### src/rtl/mpm_pkg.sv
package mpm_pkg;
   localparam int unsigned CFG_AW  = 6;
   localparam int unsigned CFG_IW  = 3;

   typedef enum logic [2:0] {
      GRP_CTRL = 3'd0,
      GRP_PVAL = 3'd2,
      GRP_PMSK = 3'd3,
      GRP_TVAL = 3'd4,
      GRP_TMSK = 3'd5
   } grp_e;

   localparam logic [CFG_IW-1:0] IDX_CTRL = 3'd0;
   localparam logic [CFG_IW-1:0] IDX_MODE = 3'd1;

   typedef struct packed {
      logic en;
      logic trig_pulse;
      logic patt_ts;
      logic patt_edge;
      logic trig_ts;
   } ctl_s;
endpackage

### src/rtl/mpm_cfg_regs.sv
module mpm_cfg_regs
   import mpm_pkg::*;
#(
   parameter int unsigned REG_W  = 32,
   parameter int unsigned NWORDS = 8,
   localparam int unsigned BUS_W = REG_W * NWORDS
) (
   input  logic                clk,
   input  logic                rst_n,
   input  logic                we,
   input  logic [CFG_AW-1:0]   addr,
   input  logic [REG_W-1:0]    wdata,
   output ctl_s                ctl,
   output logic [BUS_W-1:0]    pval,
   output logic [BUS_W-1:0]    pmsk,
   output logic [BUS_W-1:0]    tval,
   output logic [BUS_W-1:0]    tmsk
);
   logic [2:0]        grp;
   logic [CFG_IW-1:0] idx;

   assign grp = addr[CFG_AW-1:CFG_IW];
   assign idx = addr[CFG_IW-1:0];

   always_ff @(posedge clk) begin
      if (!rst_n) begin
         ctl <= '{en: 1'b0, trig_pulse: 1'b0, patt_ts: 1'b0,
                  patt_edge: 1'b0, trig_ts: 1'b1};
      end else if (we && grp == GRP_CTRL) begin
         if (idx == IDX_CTRL) begin
            ctl.en         <= wdata[0];
            ctl.trig_pulse <= wdata[1];
         end else if (idx == IDX_MODE) begin
            ctl.patt_ts   <= wdata[0];
            ctl.patt_edge <= wdata[1] & wdata[0];
            ctl.trig_ts   <= wdata[2];
         end
      end
   end

   for (genvar w = 0; w < NWORDS; w++) begin : g_word
      logic hit;
      assign hit = we && (idx == CFG_IW'(w));
      always_ff @(posedge clk) begin
         if (!rst_n) begin
            pval[w*REG_W +: REG_W] <= '0;
            pmsk[w*REG_W +: REG_W] <= '0;
            tval[w*REG_W +: REG_W] <= '0;
            tmsk[w*REG_W +: REG_W] <= '0;
         end else if (hit) begin
            if (grp == GRP_PVAL) pval[w*REG_W +: REG_W] <= wdata;
            if (grp == GRP_PMSK) pmsk[w*REG_W +: REG_W] <= wdata;
            if (grp == GRP_TVAL) tval[w*REG_W +: REG_W] <= wdata;
            if (grp == GRP_TMSK) tmsk[w*REG_W +: REG_W] <= wdata;
         end
      end
   end
endmodule

### src/rtl/mpm_masked_cmp.sv
module mpm_masked_cmp #(
   parameter int unsigned REG_W  = 32,
   parameter int unsigned NWORDS = 8,
   localparam int unsigned BUS_W = REG_W * NWORDS
) (
   input  logic [BUS_W-1:0] data,
   input  logic [BUS_W-1:0] value,
   input  logic [BUS_W-1:0] mask,
   output logic             match
);
   logic [NWORDS-1:0] word_ok;
   logic [NWORDS-1:0] word_used;

   for (genvar w = 0; w < NWORDS; w++) begin : g_word
      logic [REG_W-1:0] diff;
      assign diff         = (data[w*REG_W +: REG_W] ^ value[w*REG_W +: REG_W])
                            & mask[w*REG_W +: REG_W];
      assign word_ok[w]   = ~|diff;
      assign word_used[w] = |mask[w*REG_W +: REG_W];
   end

   assign match = (&word_ok) & (|word_used);
endmodule

### src/rtl/mpm_reporter.sv
module mpm_reporter (
   input  logic clk,
   input  logic rst_n,
   input  logic en,
   input  logic match,
   input  logic edge_mode,
   input  logic ts_en,
   output logic evt,
   output logic ts_req
);
   logic prev_q;
   logic live;
   logic fire;

   assign live = en & match;
   assign fire = live & (~edge_mode | ~prev_q);

   always_ff @(posedge clk) begin
      if (!rst_n) begin
         prev_q <= 1'b0;
         evt    <= 1'b0;
         ts_req <= 1'b0;
      end else begin
         prev_q <= live;
         evt    <= fire;
         ts_req <= fire & ts_en;
      end
   end
endmodule

### src/rtl/mpm_trigger_unit.sv
module mpm_trigger_unit
   import mpm_pkg::*;
#(
   parameter int unsigned REG_W  = 32,
   parameter int unsigned NWORDS = 8,
   localparam int unsigned BUS_W = REG_W * NWORDS
) (
   input  logic              clk,
   input  logic              rst_n,
   input  logic              cfg_we,
   input  logic [CFG_AW-1:0] cfg_addr,
   input  logic [REG_W-1:0]  cfg_wdata,
   input  logic [BUS_W-1:0]  sig_in,
   output logic              pat_evt,
   output logic              pat_ts_req,
   output logic              trig_out,
   output logic              trig_ts_req
);
   if (NWORDS > (1 << CFG_IW)) begin : g_bad_words
      $error("NWORDS exceeds the word index field");
   end
   if (REG_W < 3) begin : g_bad_width
      $error("REG_W too narrow for the mode word");
   end

   ctl_s             ctl;
   logic [BUS_W-1:0] pval, pmsk, tval, tmsk;
   logic             p_match, t_match;

   mpm_cfg_regs #(.REG_W(REG_W), .NWORDS(NWORDS)) u_cfg (
      .clk(clk), .rst_n(rst_n), .we(cfg_we), .addr(cfg_addr),
      .wdata(cfg_wdata), .ctl(ctl),
      .pval(pval), .pmsk(pmsk), .tval(tval), .tmsk(tmsk)
   );

   mpm_masked_cmp #(.REG_W(REG_W), .NWORDS(NWORDS)) u_pcmp (
      .data(sig_in), .value(pval), .mask(pmsk), .match(p_match)
   );

   mpm_masked_cmp #(.REG_W(REG_W), .NWORDS(NWORDS)) u_tcmp (
      .data(sig_in), .value(tval), .mask(tmsk), .match(t_match)
   );

   mpm_reporter u_prep (
      .clk(clk), .rst_n(rst_n), .en(ctl.en), .match(p_match),
      .edge_mode(ctl.patt_edge), .ts_en(ctl.patt_ts),
      .evt(pat_evt), .ts_req(pat_ts_req)
   );

   mpm_reporter u_trep (
      .clk(clk), .rst_n(rst_n), .en(ctl.en), .match(t_match),
      .edge_mode(ctl.trig_pulse), .ts_en(ctl.trig_ts),
      .evt(trig_out), .ts_req(trig_ts_req)
   );
endmodule

### config.mk
export PLATFORM = sky130hd
export DESIGN_NAME = mpm_trigger_unit
export DESIGN_NICKNAME = d
export VERILOG_FILES = /design/src/rtl/mpm_pkg.sv /design/src/rtl/mpm_cfg_regs.sv /design/src/rtl/mpm_masked_cmp.sv /design/src/rtl/mpm_reporter.sv /design/src/rtl/mpm_trigger_unit.sv
export SDC_FILE = /design/constraint.sdc
export NUM_CORES = 2
export LEC_CHECK = 0
export ABC_AREA = 1
export BUFFER_PORTS_ARGS = -buffer_cell sky130_fd_sc_hd__buf_2
export CAP_MARGIN = 20
export CORE_MARGIN = 5
export CORE_UTILIZATION = 60
export CTS_BUF_LIST = sky130_fd_sc_hd__clkbuf_8
export CTS_CLUSTER_DIAMETER = 150
export DETAILED_ROUTE_END_ITERATION = 8
export HOLD_SLACK_MARGIN = 0.15
export PLACE_DENSITY = 0.81
export SLEW_MARGIN = 25
export SYNTH_ARGS = -nofsm -noshare
export SYNTH_HDL_FRONTEND = slang
export SYNTH_SLANG_ARGS = --single-unit
### constraint.sdc
create_clock -name clk -period 2.2 [get_ports clk]
set_input_delay 0.22 -clock clk [delete_from_list [all_inputs] [get_ports clk]]
set_output_delay 0.22 -clock clk [all_outputs]
set_load 0.02 [all_outputs]
# Word-level counts from Yosys, hierarchy flattened
# Cells that the tools add are included.
# totals
reg_bits	1035
input_bits	297
output_inout_bits	4
word_cells	183
# op_classes
n_eq_ne	11
n_bitwise	48
reduce_logical	81
# ops
operator	n
AND 32 bit	16
OR reduction 256 bit	2
OR reduction 32 bit	16
bitwise XOR 32 bit	16
AND reduction 2 bit	33
equality test 3 bit, second input constant	6
logical NOT 1 bit	16
AND reduction 8 bit	2
equality test 3 x 2 -> 1 bit, second input constant	4
AND 1 bit	9
logical AND 1 bit	9
logical NOT 3 bit	2
inverter 1 bit	5
equality test 3 x 1 -> 1 bit, second input constant	1
AND reduction 3 bit	1
bitwise OR 1 bit	2

# Logic depth before layout (Yosys ltp)
# depth
ltp_word	9
depth_mapped	13
depth_no_buf	13

# Modules after synthesis
# A second synthesis with hierarchy kept.
# unflattened
hier_cells	8553
hier_area_um2	51111.5
# modules_own_cells
mod	instances	cells_per_inst	area_each_um2	seq_area_each_um2
mpm_cfg_regs	1	5685	38687.1	20599.8
mpm_masked_cmp	2	1423	6114.6	0.0
mpm_reporter	2	11	97.6	60.1

# Worst setup path after synthesis
# OpenSTA, ideal clock, no wires.
# synth_timing
path_type	input port to flip-flop
from	in cfg_addr[4]
to	reg u_cfg.tval[172]
setup_ns	0.128
arrival_ns	1.256
required_time_ns	2.072
setup_slack_ns	0.816
path_stages	9
path_buffers	1
cell_sequence	nor2_1 -> inv_2 -> nor2_1 -> inv_2 -> nor2_1 -> inv_2 -> clkbuf_1 -> o21ai_0 -> a21oi_1
# synth_via
elab_chain_cells	2
# synth_rtl
element	line_no	source
start: declaration	mpm_trigger_unit.sv:11	input logic [CFG_AW-1:0] cfg_addr,
equality test 3 bit	mpm_cfg_regs.sv:53	if (grp == GRP_TVAL) tval[w*REG_W +: REG_W] <= wdata;
AND reduction 2 bit (no line)	--	
end signal: indexed assignment	mpm_cfg_regs.sv:53	
end: declaration	mpm_cfg_regs.sv:16	output logic [BUS_W-1:0] tval,
# Every way passes these cells.
# A chain may end at the register's enable or synchronous reset.

# Worst setup path in the final report
# layout_timing
from	reg u_cfg.tval[16]
to	reg u_trep.ts_req
# layout_via
elab_chain_cells	9
# layout_rtl
element	line_no	source
bitwise XOR 32 bit	mpm_masked_cmp.sv:16	assign diff = (data[w*REG_W +: REG_W] ^ value[w*REG_W +: REG_W])
AND 32 bit	mpm_masked_cmp.sv:17	& mask[w*REG_W +: REG_W];
OR reduction 32 bit	mpm_masked_cmp.sv:18	assign word_ok[w] = ~|diff;
logical NOT 1 bit	mpm_masked_cmp.sv:18	
AND reduction 8 bit	mpm_masked_cmp.sv:22	assign match = (&word_ok) & (|word_used);
AND 1 bit	mpm_masked_cmp.sv:22	
AND 1 bit	mpm_reporter.sv:15	assign live = en & match;
AND 1 bit	mpm_reporter.sv:16	assign fire = live & (~edge_mode | ~prev_q);
AND 1 bit	mpm_reporter.sv:26	ts_req <= fire & ts_en;
end signal: assignment	mpm_reporter.sv:26	
end: declaration	mpm_reporter.sv:9	output logic ts_req
# Every way passes these cells.

==> summary.txt <==
Setup path
  • Launch point of the worst reg-to-reg path: u_cfg.tval[16]
  • CP Class: reg -> reg
  • Worst Reg2Reg Path Length in Cells: 12
  • Worst-path fanout max: 3
  • Arr. time, crit path: 3.07 ns
  • Crit start category: register
  • Reg2Reg Setup Slack: -0.11 ns
  • Critical path endpoint category: register
  • CP Data Required Time: 2.96 ns
  • RR Endpoint: u_trep.ts_req

GRT
  • Met2 GRT Util: 60.0%
  • Overflow after GRT: 0
  • Vias in the first global route: 44900
  • GRT Util Overall: 41.7%
  • Busiest grt layer: met2
  • Pin count of the biggest net entering global routing: 141
  • Grt met3 use: 15.1%
  • M1 GR Usage: 51.5%
  • Initial antenna violation count: 57
  • First-pass GRT wire length: 271 mm

Detailed routing
  • Residual DRC: 0
  • Post-route ant nets: 0
  • Vias per cell: 5.84
  • Total routed wirelength: 187 mm
  • Via count: 50600
  • TritonRoute pass-1 iters: 9
  • Routed WL per cell: 21.6 µm
  • Initial DRC count: 7883

Power and ir drop
  • Power per cell area: 721 nW/µm²
  • Internal: 28.9 mW
  • Tot Pwr: 39.2 mW
  • Clock power share: 44.0%
  • Comb power frac: 7.7%
  • Sw power: 10.3 mW
  • Max IR drop VDD: 0.572 mV
  • Net Sw Frac: 26.2%
  • Sequential cell fraction of total power: 48.4%
  • P_leak: 24.0 nW

Timing
  • Worst Skew: 0.0460 ns
  • RSZ-0062 raised after global routing: true
  • Final hold slack: 0.124 ns
  • Min Tclk post-route: 2.31 ns
  • Worst-margin pin slew: 1.01 ns
  • Final WS setup: -0.111 ns
  • Max-slew headroom: 32.9%
  • Final setup viols: 2
  • Final Max Slew Viols: 0
  • Final TNS setup: -0.134 ns
  • Final Hold Fails: 0
  • Final critical-path share of the clock period: 105%
  • Max Clock Freq: 0.433 GHz

Floorplanning
  • Die height: 290 µm
  • Num ports: 301
  • Core Area: 77600 µm²
  • Chip Width: 290 µm
  • Initial Util: 60.7%
  • Die ar.: 84100 µm²
  • # rows: 102

Finish
  • Fin util: 70.1%
  • Layout Nets: 7728
  • Layout filler cell count: 6551
  • Area Overhead vs Synth: 15.6%
  • FF/Latch Area: 20700 µm²
  • Most frequent cells in the layout: 1151 x nand2_1, 1036 x o21ai_0, 1035 x dfxtp_1
  • Layout cells sized above 1: 10.5%
  • Multi-input logic area: 21100 µm²
  • Commonest non-fill, non-tap cell in the layout: nand2_1

Clock tree
  • Worst-path clk slew: 0.06 ns
  • CTS Buf Count: 168
  • CTS tree: done
  • Clk_lat worst skew: 0.85 ns
  • Clock root buffer: clkbuf_8
  • Clk sinks: 1035
  • Clk buf depth: 3
  • H-tree Lvls: 4

Placement
  • IO buf count: 300
  • RePlAce Congestion: 1.07
  • HPWL after detailed placement: 134 mm

Logic synthesis
  • Synth warn: 0
  • Sequential area share after synthesis: 44.0%
  • Post-synth cell types: 23
  • Synth Cell Area: 47100 µm²
  • Syn Area/Cell: 6.60 µm²
  • Syn_nets: 7432
  • Post-synthesis register bit count: 1035
  • Post-Syn Instances: 7135

Worst hold path
  • Hold Crit Depth: 7
  • Hold endpoint: u_cfg.ctl[0]
  • Hold crit path type: in -> reg
  • Hold_sp: cfg_addr[4]

Outcome
  • Failing checks: setup timing
  • Status: complete, but fails checks

Run
  • Max Cap Viol: 0
==> per-layer routing <==
layer | share of wire, % | vias up
li1 | - | 23500
met1 | 35 | 22800
met2 | 41 | 3482
met3 | 15 | 803
met4 | 8.7 | 18
met5 | 0.078 | -
==> sequential cells by signal, indices dropped and copies added (netlist names) <==
register,count
u_prep.ts_req,1
u_prep.prev_q,1
u_trep.evt,1
u_prep.evt,1
u_cfg.pval,256
u_cfg.pmsk,256
u_trep.prev_q,1
u_cfg.tmsk,256
u_cfg.ctl,5
u_cfg.tval,256
u_trep.ts_req,1
==> worst max-delay path by stage <==
| stage | from | end | slack, ns | cells past startpoint |
|---|---|---|---|---|
| floorplan | cfg_addr[4] | u_cfg.tval[172] | 0.82 | 9 |
| global placement | sig_in[43] | u_trep.ts_req | 0.09 | 12 |
| detailed placement | sig_in[43] | u_trep.ts_req | 0.004 | 12 |
| CTS | u_cfg.tval[43] | u_trep.ts_req | 0.01 | 11 |
| global route | u_cfg.tval[26] | u_trep.ts_req | -0.08 | 10 |
| finish | u_cfg.tval[16] | u_trep.ts_req | -0.11 | 12 |
==> cells by family (layout without fill, tap and decap cells) <==
group	after synthesis	after routing	share of synthesized area (%)
other cells	0	53	0
buf+inv	1399	1831	11.3
compound gates	1942	1942	20.7
simple gates	2754	2754	24.0
xor+xnor	5	5	0.0930
flops	1035	1035	44.0
==> final cells by class <==
cell class	instances	area share, %
multi-input combinational	4701	38.7
sequential	1035	38.1
timing repair buffer	528	7.30
inverter	997	6.90
clock buffer	218	5.51
tap	1040	2.39
clock inverter	88	0.869
antenna	53	0.244
==> power by group through the flow <==
stage	Combinational, mW	Sequential [mW]	Clock [mW]
2_1_floorplan	1.42	19.4	0
3_3_place_gp	2.70	19.4	0
3_5_place_dp	2.75	19.4	0
4_1_cts	2.86	19.0	17.1
5_1_grt	3.18	19.0	18.0
6_report	3.02	19.0	17.2
==> per-stage QoR <==
step / area (µm²) / std cells / setup WS, ns
6_report: 54400 / 8660 / -0.111
5_1_grt: 54400 / 8636 / -0.0837
3_3_place_gp: 50100 / 8234 / 0.0927
2_1_floorplan: 47100 / 7135 / 0.816
3_5_place_dp: 50100 / 8234 / 0.00431
4_1_cts: 54200 / 8607 / 0.0128
==> cells in the mapped netlist (all sizes together) <==
| cell | number | share of area, % |
|---|---|---|
| nor2 | 1041 | 8.6 |
| xnor2 | 4 | 0.074 |
| a21oi | 807 | 8.6 |
| o211ai | 1 | 0.016 |
| inv | 997 | 8.0 |
| and2 | 3 | 0.040 |
| buf | 62 | 0.61 |
| nand2 | 1152 | 9.2 |
| clkbuf | 340 | 2.7 |
| nor3 | 7 | 0.11 |
| dfxtp | 1035 | 44 |
| nand4 | 62 | 0.82 |
| xor2 | 1 | 0.019 |
| nand3 | 473 | 5.0 |
| or2 | 16 | 0.21 |
| o21ai | 1134 | 12 |
==> critical path, cell delays in order, from the launching register on <==
cell and delay, ns:
dfxtp_1 0.33, or2_2 0.30, nand3_1 0.09, nand2_1 0.11, nor2_1 0.38, nand2_1 0.18, nor2_1 0.16, nand2_1 0.08
nor2_1 0.16, nand2_1 0.08, nor2_1 0.11, nand3_1 0.10, nor2_1 0.13
==> repair_timing <==
action | 4_1_cts | 5_1_grt
buffers inserted | 0 | 0
hold buffers | 67 | 1
resized for setup | 0 | 21
hold endpoints to repair | 999 | 1
setup endpoints to repair | 0 | 45
No activity file was read; power rests on OpenSTA's default activity.
